[src/rtl/edo_pkg.sv]
package edo_pkg;
  typedef enum logic [2:0] {
    ST_IDLE,
    ST_ROW_OPEN,
    ST_COL_ACCESS,
    ST_PRECHARGE,
    ST_REFRESH
  } edo_state_e;
endpackage

[src/rtl/edo_refresh_timer.sv]
module edo_refresh_timer #(
  parameter int INTERVAL = 780
) (
  input  logic clk,
  input  logic rst_n,
  input  logic ack,
  output logic pend
);
  localparam int W = $clog2(INTERVAL + 1);

  logic [W-1:0] cnt;
  logic         tick;

  assign tick = (cnt == '0);

  always_ff @(posedge clk) begin
    if (!rst_n) begin
      cnt  <= W'(INTERVAL - 1);
      pend <= 1'b0;
    end else begin
      cnt  <= tick ? W'(INTERVAL - 1) : cnt - 1'b1;
      pend <= (pend & ~ack) | tick;
    end
  end

  // an expiring interval always leaves a refresh pending
  p_tick_sets_pend_r7: assert property (@(posedge clk) disable iff (!rst_n)
    tick |=> pend);
endmodule

[src/rtl/edo_addr_mux.sv]
module edo_addr_mux #(
  parameter int ROW_W = 8,
  parameter int COL_W = 9
) (
  input  logic [ROW_W+COL_W-1:0] addr,
  input  logic                   col_sel,
  output logic [ROW_W-1:0]       row,
  output logic [COL_W-1:0]       bus
);
  logic [COL_W-1:0] row_ext;

  assign row = addr[ROW_W+COL_W-1:COL_W];

  always_comb begin
    row_ext = '0;
    row_ext[ROW_W-1:0] = row;
    bus = col_sel ? addr[COL_W-1:0] : row_ext;
  end
endmodule

[src/rtl/edo_page_tracker.sv]
module edo_page_tracker #(
  parameter int ROW_W = 8
) (
  input  logic             clk,
  input  logic             rst_n,
  input  logic             load,
  input  logic [ROW_W-1:0] load_row,
  input  logic [ROW_W-1:0] probe_row,
  output logic             same_row
);
  logic [ROW_W-1:0] open_row;

  always_ff @(posedge clk) begin
    if (!rst_n)    open_row <= '0;
    else if (load) open_row <= load_row;
  end

  assign same_row = (probe_row == open_row);
endmodule

[src/rtl/edo_dram_ctrl.sv]
module edo_dram_ctrl
  import edo_pkg::*;
#(
  parameter int ROW_W        = 8,
  parameter int COL_W        = 9,
  parameter int LANES        = 2,
  parameter int T_RCD        = 3,
  parameter int T_CAS        = 2,
  parameter int T_RP         = 3,
  parameter int T_CSR        = 1,
  parameter int T_RAS_REF    = 4,
  parameter int REF_INTERVAL = 780,
  parameter int INIT_REFRESH = 8
) (
  input  logic                     clk,
  input  logic                     rst_n,
  input  logic                     req_valid,
  output logic                     req_ready,
  input  logic                     req_write,
  input  logic [ROW_W+COL_W-1:0]   req_addr,
  input  logic [8*LANES-1:0]       req_wdata,
  input  logic [LANES-1:0]         req_be,
  output logic                     rsp_valid,
  output logic [8*LANES-1:0]       rsp_rdata,
  output logic [COL_W-1:0]         dram_addr,
  output logic                     dram_ras_n,
  output logic [LANES-1:0]         dram_cas_n,
  output logic                     dram_we_n,
  output logic                     dram_oe_n,
  output logic [8*LANES-1:0]       dram_dq_out,
  output logic                     dram_dq_oe,
  input  logic [8*LANES-1:0]       dram_dq_in
);
  localparam int ADDR_W = ROW_W + COL_W;
  localparam int DATA_W = 8 * LANES;
  localparam int CNT_W  = $clog2(T_RCD + T_CAS + T_RP + T_CSR + T_RAS_REF + 2);
  localparam int INIT_W = $clog2(INIT_REFRESH + 1);

  edo_state_e         st;
  logic [CNT_W-1:0]   cnt;
  logic [INIT_W-1:0]  init_left;
  logic               have_req;
  logic               ref_phase;
  logic               q_wr;
  logic [ADDR_W-1:0]  q_addr;
  logic [DATA_W-1:0]  q_data;
  logic [LANES-1:0]   q_be;
  logic               ref_pend;
  logic               ref_ack;
  logic               go_ref;
  logic               accept;
  logic               same_row;
  logic               col_sel;
  logic               row_load;
  logic [ROW_W-1:0]   q_row;
  logic [COL_W-1:0]   mux_bus;

  assign go_ref    = ref_pend || (init_left != '0);
  assign req_ready = (st == ST_IDLE || st == ST_ROW_OPEN) && !have_req && !go_ref;
  assign accept    = req_valid && req_ready;
  assign ref_ack   = (st == ST_IDLE) && !have_req && go_ref;
  assign col_sel   = (st == ST_ROW_OPEN);
  assign row_load  = (st == ST_IDLE) && have_req;

  edo_refresh_timer #(.INTERVAL(REF_INTERVAL)) u_timer (
    .clk(clk), .rst_n(rst_n), .ack(ref_ack), .pend(ref_pend)
  );

  edo_addr_mux #(.ROW_W(ROW_W), .COL_W(COL_W)) u_mux (
    .addr(q_addr), .col_sel(col_sel), .row(q_row), .bus(mux_bus)
  );

  edo_page_tracker #(.ROW_W(ROW_W)) u_page (
    .clk(clk), .rst_n(rst_n), .load(row_load), .load_row(q_row),
    .probe_row(req_addr[ADDR_W-1:COL_W]), .same_row(same_row)
  );

  always_ff @(posedge clk) begin
    if (!rst_n) begin
      st          <= ST_PRECHARGE;
      cnt         <= CNT_W'(T_RP - 1);
      init_left   <= INIT_W'(INIT_REFRESH);
      have_req    <= 1'b0;
      ref_phase   <= 1'b0;
      q_wr        <= 1'b0;
      q_addr      <= '0;
      q_data      <= '0;
      q_be        <= '0;
      dram_addr   <= '0;
      dram_ras_n  <= 1'b1;
      dram_cas_n  <= '1;
      dram_we_n   <= 1'b1;
      dram_oe_n   <= 1'b1;
      dram_dq_out <= '0;
      dram_dq_oe  <= 1'b0;
      rsp_valid   <= 1'b0;
      rsp_rdata   <= '0;
    end else begin
      rsp_valid <= 1'b0;
      if (accept) begin
        q_wr   <= req_write;
        q_addr <= req_addr;
        q_data <= req_wdata;
        q_be   <= req_be;
      end
      unique case (st)
        ST_IDLE: begin
          if (have_req) begin
            dram_ras_n <= 1'b0;
            dram_addr  <= mux_bus;
            cnt        <= CNT_W'(T_RCD - 1);
            st         <= ST_ROW_OPEN;
          end else if (go_ref) begin
            dram_cas_n <= '0;
            ref_phase  <= 1'b0;
            cnt        <= CNT_W'(T_CSR - 1);
            if (init_left != '0) init_left <= init_left - 1'b1;
            st         <= ST_REFRESH;
          end else if (accept) begin
            have_req <= 1'b1;
          end
        end
        ST_ROW_OPEN: begin
          if (have_req) begin
            if (cnt != '0) begin
              cnt <= cnt - 1'b1;
            end else begin
              dram_addr   <= mux_bus;
              dram_cas_n  <= q_wr ? ~q_be : '0;
              dram_we_n   <= ~q_wr;
              dram_oe_n   <= q_wr;
              dram_dq_oe  <= q_wr;
              dram_dq_out <= q_data;
              cnt         <= CNT_W'(T_CAS - 1);
              st          <= ST_COL_ACCESS;
            end
          end else if (ref_pend) begin
            dram_ras_n <= 1'b1;
            cnt        <= CNT_W'(T_RP - 1);
            st         <= ST_PRECHARGE;
          end else if (accept) begin
            have_req <= 1'b1;
            if (same_row) begin
              cnt <= '0;
            end else begin
              dram_ras_n <= 1'b1;
              cnt        <= CNT_W'(T_RP - 1);
              st         <= ST_PRECHARGE;
            end
          end
        end
        ST_COL_ACCESS: begin
          if (cnt != '0) begin
            cnt <= cnt - 1'b1;
          end else begin
            dram_cas_n <= '1;
            dram_we_n  <= 1'b1;
            dram_oe_n  <= 1'b1;
            dram_dq_oe <= 1'b0;
            have_req   <= 1'b0;
            if (!q_wr) begin
              rsp_valid <= 1'b1;
              rsp_rdata <= dram_dq_in;
            end
            st <= ST_ROW_OPEN;
          end
        end
        ST_PRECHARGE: begin
          if (cnt != '0) cnt <= cnt - 1'b1;
          else           st  <= ST_IDLE;
        end
        ST_REFRESH: begin
          if (cnt != '0) begin
            cnt <= cnt - 1'b1;
          end else if (!ref_phase) begin
            dram_ras_n <= 1'b0;
            ref_phase  <= 1'b1;
            cnt        <= CNT_W'(T_RAS_REF - 1);
          end else begin
            dram_ras_n <= 1'b1;
            dram_cas_n <= '1;
            cnt        <= CNT_W'(T_RP - 1);
            st         <= ST_PRECHARGE;
          end
        end
        default: st <= ST_IDLE;
      endcase
    end
  end

  // Row strobe high-time counter, used only by the precharge property
  logic [CNT_W-1:0] ras_hi_cnt;
  always_ff @(posedge clk) begin
    if (!rst_n)                 ras_hi_cnt <= '0;
    else if (!dram_ras_n)       ras_hi_cnt <= '0;
    else if (ras_hi_cnt != '1)  ras_hi_cnt <= ras_hi_cnt + 1'b1;
  end

  p_precharge_min_r5: assert property (@(posedge clk) disable iff (!rst_n)
    $fell(dram_ras_n) |-> ras_hi_cnt >= CNT_W'(T_RP));

  p_cas_needs_ras_r10: assert property (@(posedge clk) disable iff (!rst_n)
    (dram_cas_n != '1) && (st != ST_REFRESH) |-> !dram_ras_n);

  p_cbr_order_r7: assert property (@(posedge clk) disable iff (!rst_n)
    $fell(dram_ras_n) && (dram_cas_n == '0) |-> $past(dram_cas_n) == '0);

  p_refresh_blocks_ready_r8: assert property (@(posedge clk) disable iff (!rst_n)
    ref_pend |-> !req_ready);

  p_rsp_after_read_r2: assert property (@(posedge clk) disable iff (!rst_n)
    rsp_valid |-> ($past(dram_cas_n) == '0) && !$past(dram_oe_n));
endmodule

[config.mk]
export PLATFORM = sky130hd
export DESIGN_NAME = edo_dram_ctrl
export DESIGN_NICKNAME = d
export VERILOG_FILES = /design/src/rtl/edo_pkg.sv /design/src/rtl/edo_refresh_timer.sv /design/src/rtl/edo_addr_mux.sv /design/src/rtl/edo_page_tracker.sv /design/src/rtl/edo_dram_ctrl.sv
export SDC_FILE = /design/constraint.sdc
export NUM_CORES = 1
export LEC_CHECK = 0
export BUFFER_PORTS_ARGS = -buffer_cell sky130_fd_sc_hd__buf_4
export CELL_PAD_IN_SITES_DETAIL_PLACEMENT = 0
export CELL_PAD_IN_SITES_GLOBAL_PLACEMENT = 1
export CORE_MARGIN = 3
export CORE_UTILIZATION = 43
export DETAILED_ROUTE_END_ITERATION = 6
export HOLD_SLACK_MARGIN = 0.15
export PLACE_DENSITY_LB_ADDON = 0.1
export SYNTH_ARGS = -nofsm -noshare
export SYNTH_HDL_FRONTEND = slang
export SYNTH_SLANG_ARGS = --single-unit
[constraint.sdc]
create_clock -name clk -period 4.7 [get_ports clk]
set_input_delay 0.705 -clock clk [delete_from_list [all_inputs] [get_ports clk]]
set_output_delay 0.705 -clock clk [all_outputs]
set_load 0.02 [all_outputs]
==> results by group <==
Die
  • Die Area: 13,000 sq um
  • Floorplan row count: 38
  • Die Height: 114 um
  • Core area: 11,100 sq um
  • Die W: 114 um
  • Top-level port count: 104
  • Starting Density: 0.450

Critical path
  • Worst setup path category: reg -> reg
  • CP Buf/Inv Count: 1
  • Worst-path cell chain: inv_1, ha_1, nor3b_2, nand3_1, nor2_1, nand2_1, a21boi_0
  • CP Depth: 7
  • Arr. time, crit path: 3.19 ns
  • Worst Setup Start Kind: register
  • Worst path max stage delay: 0.87 ns
  • Critical path capture point type: register
  • Largest fanout on the critical path: 17
  • Critical path's top delay family: simple AND/OR/NAND/NOR gates
  • R2r worst-path depth: 7
  • CP required: 5.02 ns
  • Slowest CP cell: nor2_1

Yosys
  • Main combinational cell family by area after synthesis: simple AND/OR/NAND/NOR gates
  • Synth area leaders: dfxtp_1 46%, nand2_1 14%, a21boi_0 6.2%, a21boi_1 6.0%, xor2_1 2.4%
  • Post-Synth XOR/XNOR Area: 0.0333
  • Post-synthesis register bit count: 116
  • Netlist cell types: 52
  • Syn nets: 652
  • Post-Synth Adder-Cell Area: 0.0100
  • Syn avg cell area: 8.44 sq um
  • Synth warn: 0
  • Post-Syn Instances: 593
  • FFs w/ async S/R, synth: 0
  • Synth top area share: 0.464
  • Synth Cell Area: 5000 sq um
  • Most common library cells after synthesis: 185 x nand2_1, 116 x dfxtp_1, 41 x a21boi_0
  • Count leader, synth: nand2_1
  • EDFF count, synth: 0
  • Register area share after synthesis: 0.464
  • Synth Flop Type: dfxtp_1
  • Compound-Gate Fraction of Synth Area: 0.204
  • Fraction of synthesized area in multiplexers: 0.0223
  • Largest area contributor in the netlist: dfxtp_1
  • Simple-gate portion of the synthesized area: 0.227

Final layout
  • Fin cells: 835
  • Multi-input gate area: 2480 sq um
  • Final #Nets: 742
  • Antenna cell count: 0
  • FF+latch area: 2320 sq um
  • Synth-to-Final Area Change: 30.0%
  • Fill cell count: 1,007
  • Share of cells above drive strength 1: 0.210

Clock tree
  • Post-CTS Hold Fix Bufs: 0
  • Clk buf depth: 2
  • Clk slew on worst S/H paths: 0.05 ns
  • Clk Latency, worst-skew pair: 0.41 ns
  • # clock sinks: 116
  • CTS tree: done
  • Root buf cell: clkbuf_16
  • CTS buffer count: 17
  • Post-CTS Resized: 0
  • H-tree depth: 4
  • Post-CTS Setup Bufs: 0

STA
  • Peak Freq: 348 MHz
  • # setup viols final: 0
  • Relative slew slack: 0.273
  • Fin. max-slew vios: 0
  • Final period utilization: 0.611
  • Setup TNS: 0 ns
  • Fin crit period: 2.87 ns
  • Final Hold Fails: 0
  • Unrepaired setup endpoints after global routing: no
  • Worst Clk Skew: 0.00839 ns
  • Worst-Margin Slew: 1.09 ns

Place
  • Post-DP HPWL: 8250 um
  • Cells after DPL: 804
  • Placer Congestion: 0.864
  • PortBufs: 103

Global routing
  • Pin count of the biggest net entering global routing: 115
  • Met1 Use GR: 0.248
  • Vias in the first global route: 4,091
  • GR Overflow Total: 0
  • Initial antenna violation count: 0
  • GRT busiest layer: met2
  • GR met2 Demand/Resource: 0.312
  • Global-route wire length before repair: 19,900 um
  • M3 GR Usage: 0.0584
  • Gr usage total: 0.195

Outcome
  • Status: complete, no violations

Route
  • First-pass detailed-route iteration total: 4
  • Iter 0 DRT Violations: 351
  • Via count: 4,285
  • Avg WL per Cell: 14.7 um
  • Post-route ant nets: 0
  • Via density: 5.13
  • Drt drc: 0
  • Total Wirelength: 12,200 um

Job
  • Number of max-cap violations: 0

Min path
  • Hold path depth: 1
  • Hold WC Path Type: reg -> reg

Power
  • Peak VDD IR: 0.367 mV
  • Cell Pwr Density: 473 nW/um^2
  • Leak pwr: 2.65 nW
[layout make-up]
type,instances,share of cell area
flip-flops and latches,116,0.357
well taps,140,0.0269
clock inverters,8,0.0260
inverters,14,0.00808
clock buffers,23,0.0781
multi-input cells,428,0.382
repair buffers,106,0.122
[cell families (layout without fill, tap and decap cells)]
group,count (synthesis),count (layout)
buffers and inverters,49,151
adder cells (fa/ha/maj),4,4
AND/OR/NAND/NOR,256,256
AO/OA/AOI/OAI,138,138
multiplexers,11,11
flip-flops,116,116
XOR/XNOR,19,19
[layer usage]
layer / routed length (um) / vias to the layer above
met2: 5590 / 108
met4: 156 / 0
met5: 0 / -
met3: 756 / 15
met1: 5750 / 1984
li1: - / 2178
[worst paths after layout]
path                            slack [ns]           start        endpoint
worst max register to register        1.83          cnt[0]   rsp_rdata[11]
worst max-delay path                  1.83          cnt[0]   rsp_rdata[11]
worst min-delay path                  0.40  u_timer.cnt[0]  u_timer.cnt[0]
worst min register to register        0.40  u_timer.cnt[0]  u_timer.cnt[0]
[through the flow]
| stage | hold slack, ns | total power [W] | worst slack (ns) | utilization | instance area, sq um |
|---|---|---|---|---|---|
| CTS | 0.407 | 0.00311 | 1.80 | 0.585 | 6510 |
| global route | 0.428 | 0.00323 | 1.56 | 0.585 | 6510 |
| finish | 0.404 | 0.00308 | 1.83 | 0.585 | 6510 |
| global placement | 0.392 | 0.00165 | 1.96 | 0.524 | 5830 |
| detailed placement | 0.394 | 0.00165 | 1.86 | 0.524 | 5830 |
| floorplan | 0.379 | 0.00150 | 2.66 | - | 5000 |
[cell usage in the layout (no fill, tap or decap), types with 6 or more instances in the layout]
master and n:
a21boi_0 41, a21boi_1 40, a21oi_1 10, buf_4 106
clkbuf_16 17, clkbuf_8 6, dfxtp_1 116, inv_1 14
mux2i_1 10, nand2_1 185, nand3_1 6, nor2_1 18
o211a_1 10, o21ai_0 10, xor2_1 14
[power by group]
part           leakage [nW]  internal [W]  switching [W]  total (W)
combinational          1.37      0.000241       0.000289   0.000530
sequential            0.937       0.00104      0.0000675    0.00111
clock                 0.335       0.00102       0.000424    0.00144
total                  2.65       0.00230       0.000780    0.00308
[registers in the layout, summed over array words and instances (netlist names), 3 cells and up]
name             count
cnt                  4
dram_addr            9
dram_dq_out         16
init_left            4
q_addr              17
q_data              16
rsp_rdata           16
st                   3
u_page.open_row      8
u_timer.cnt         10
Note: power is estimated with default switching activity, not from simulation.
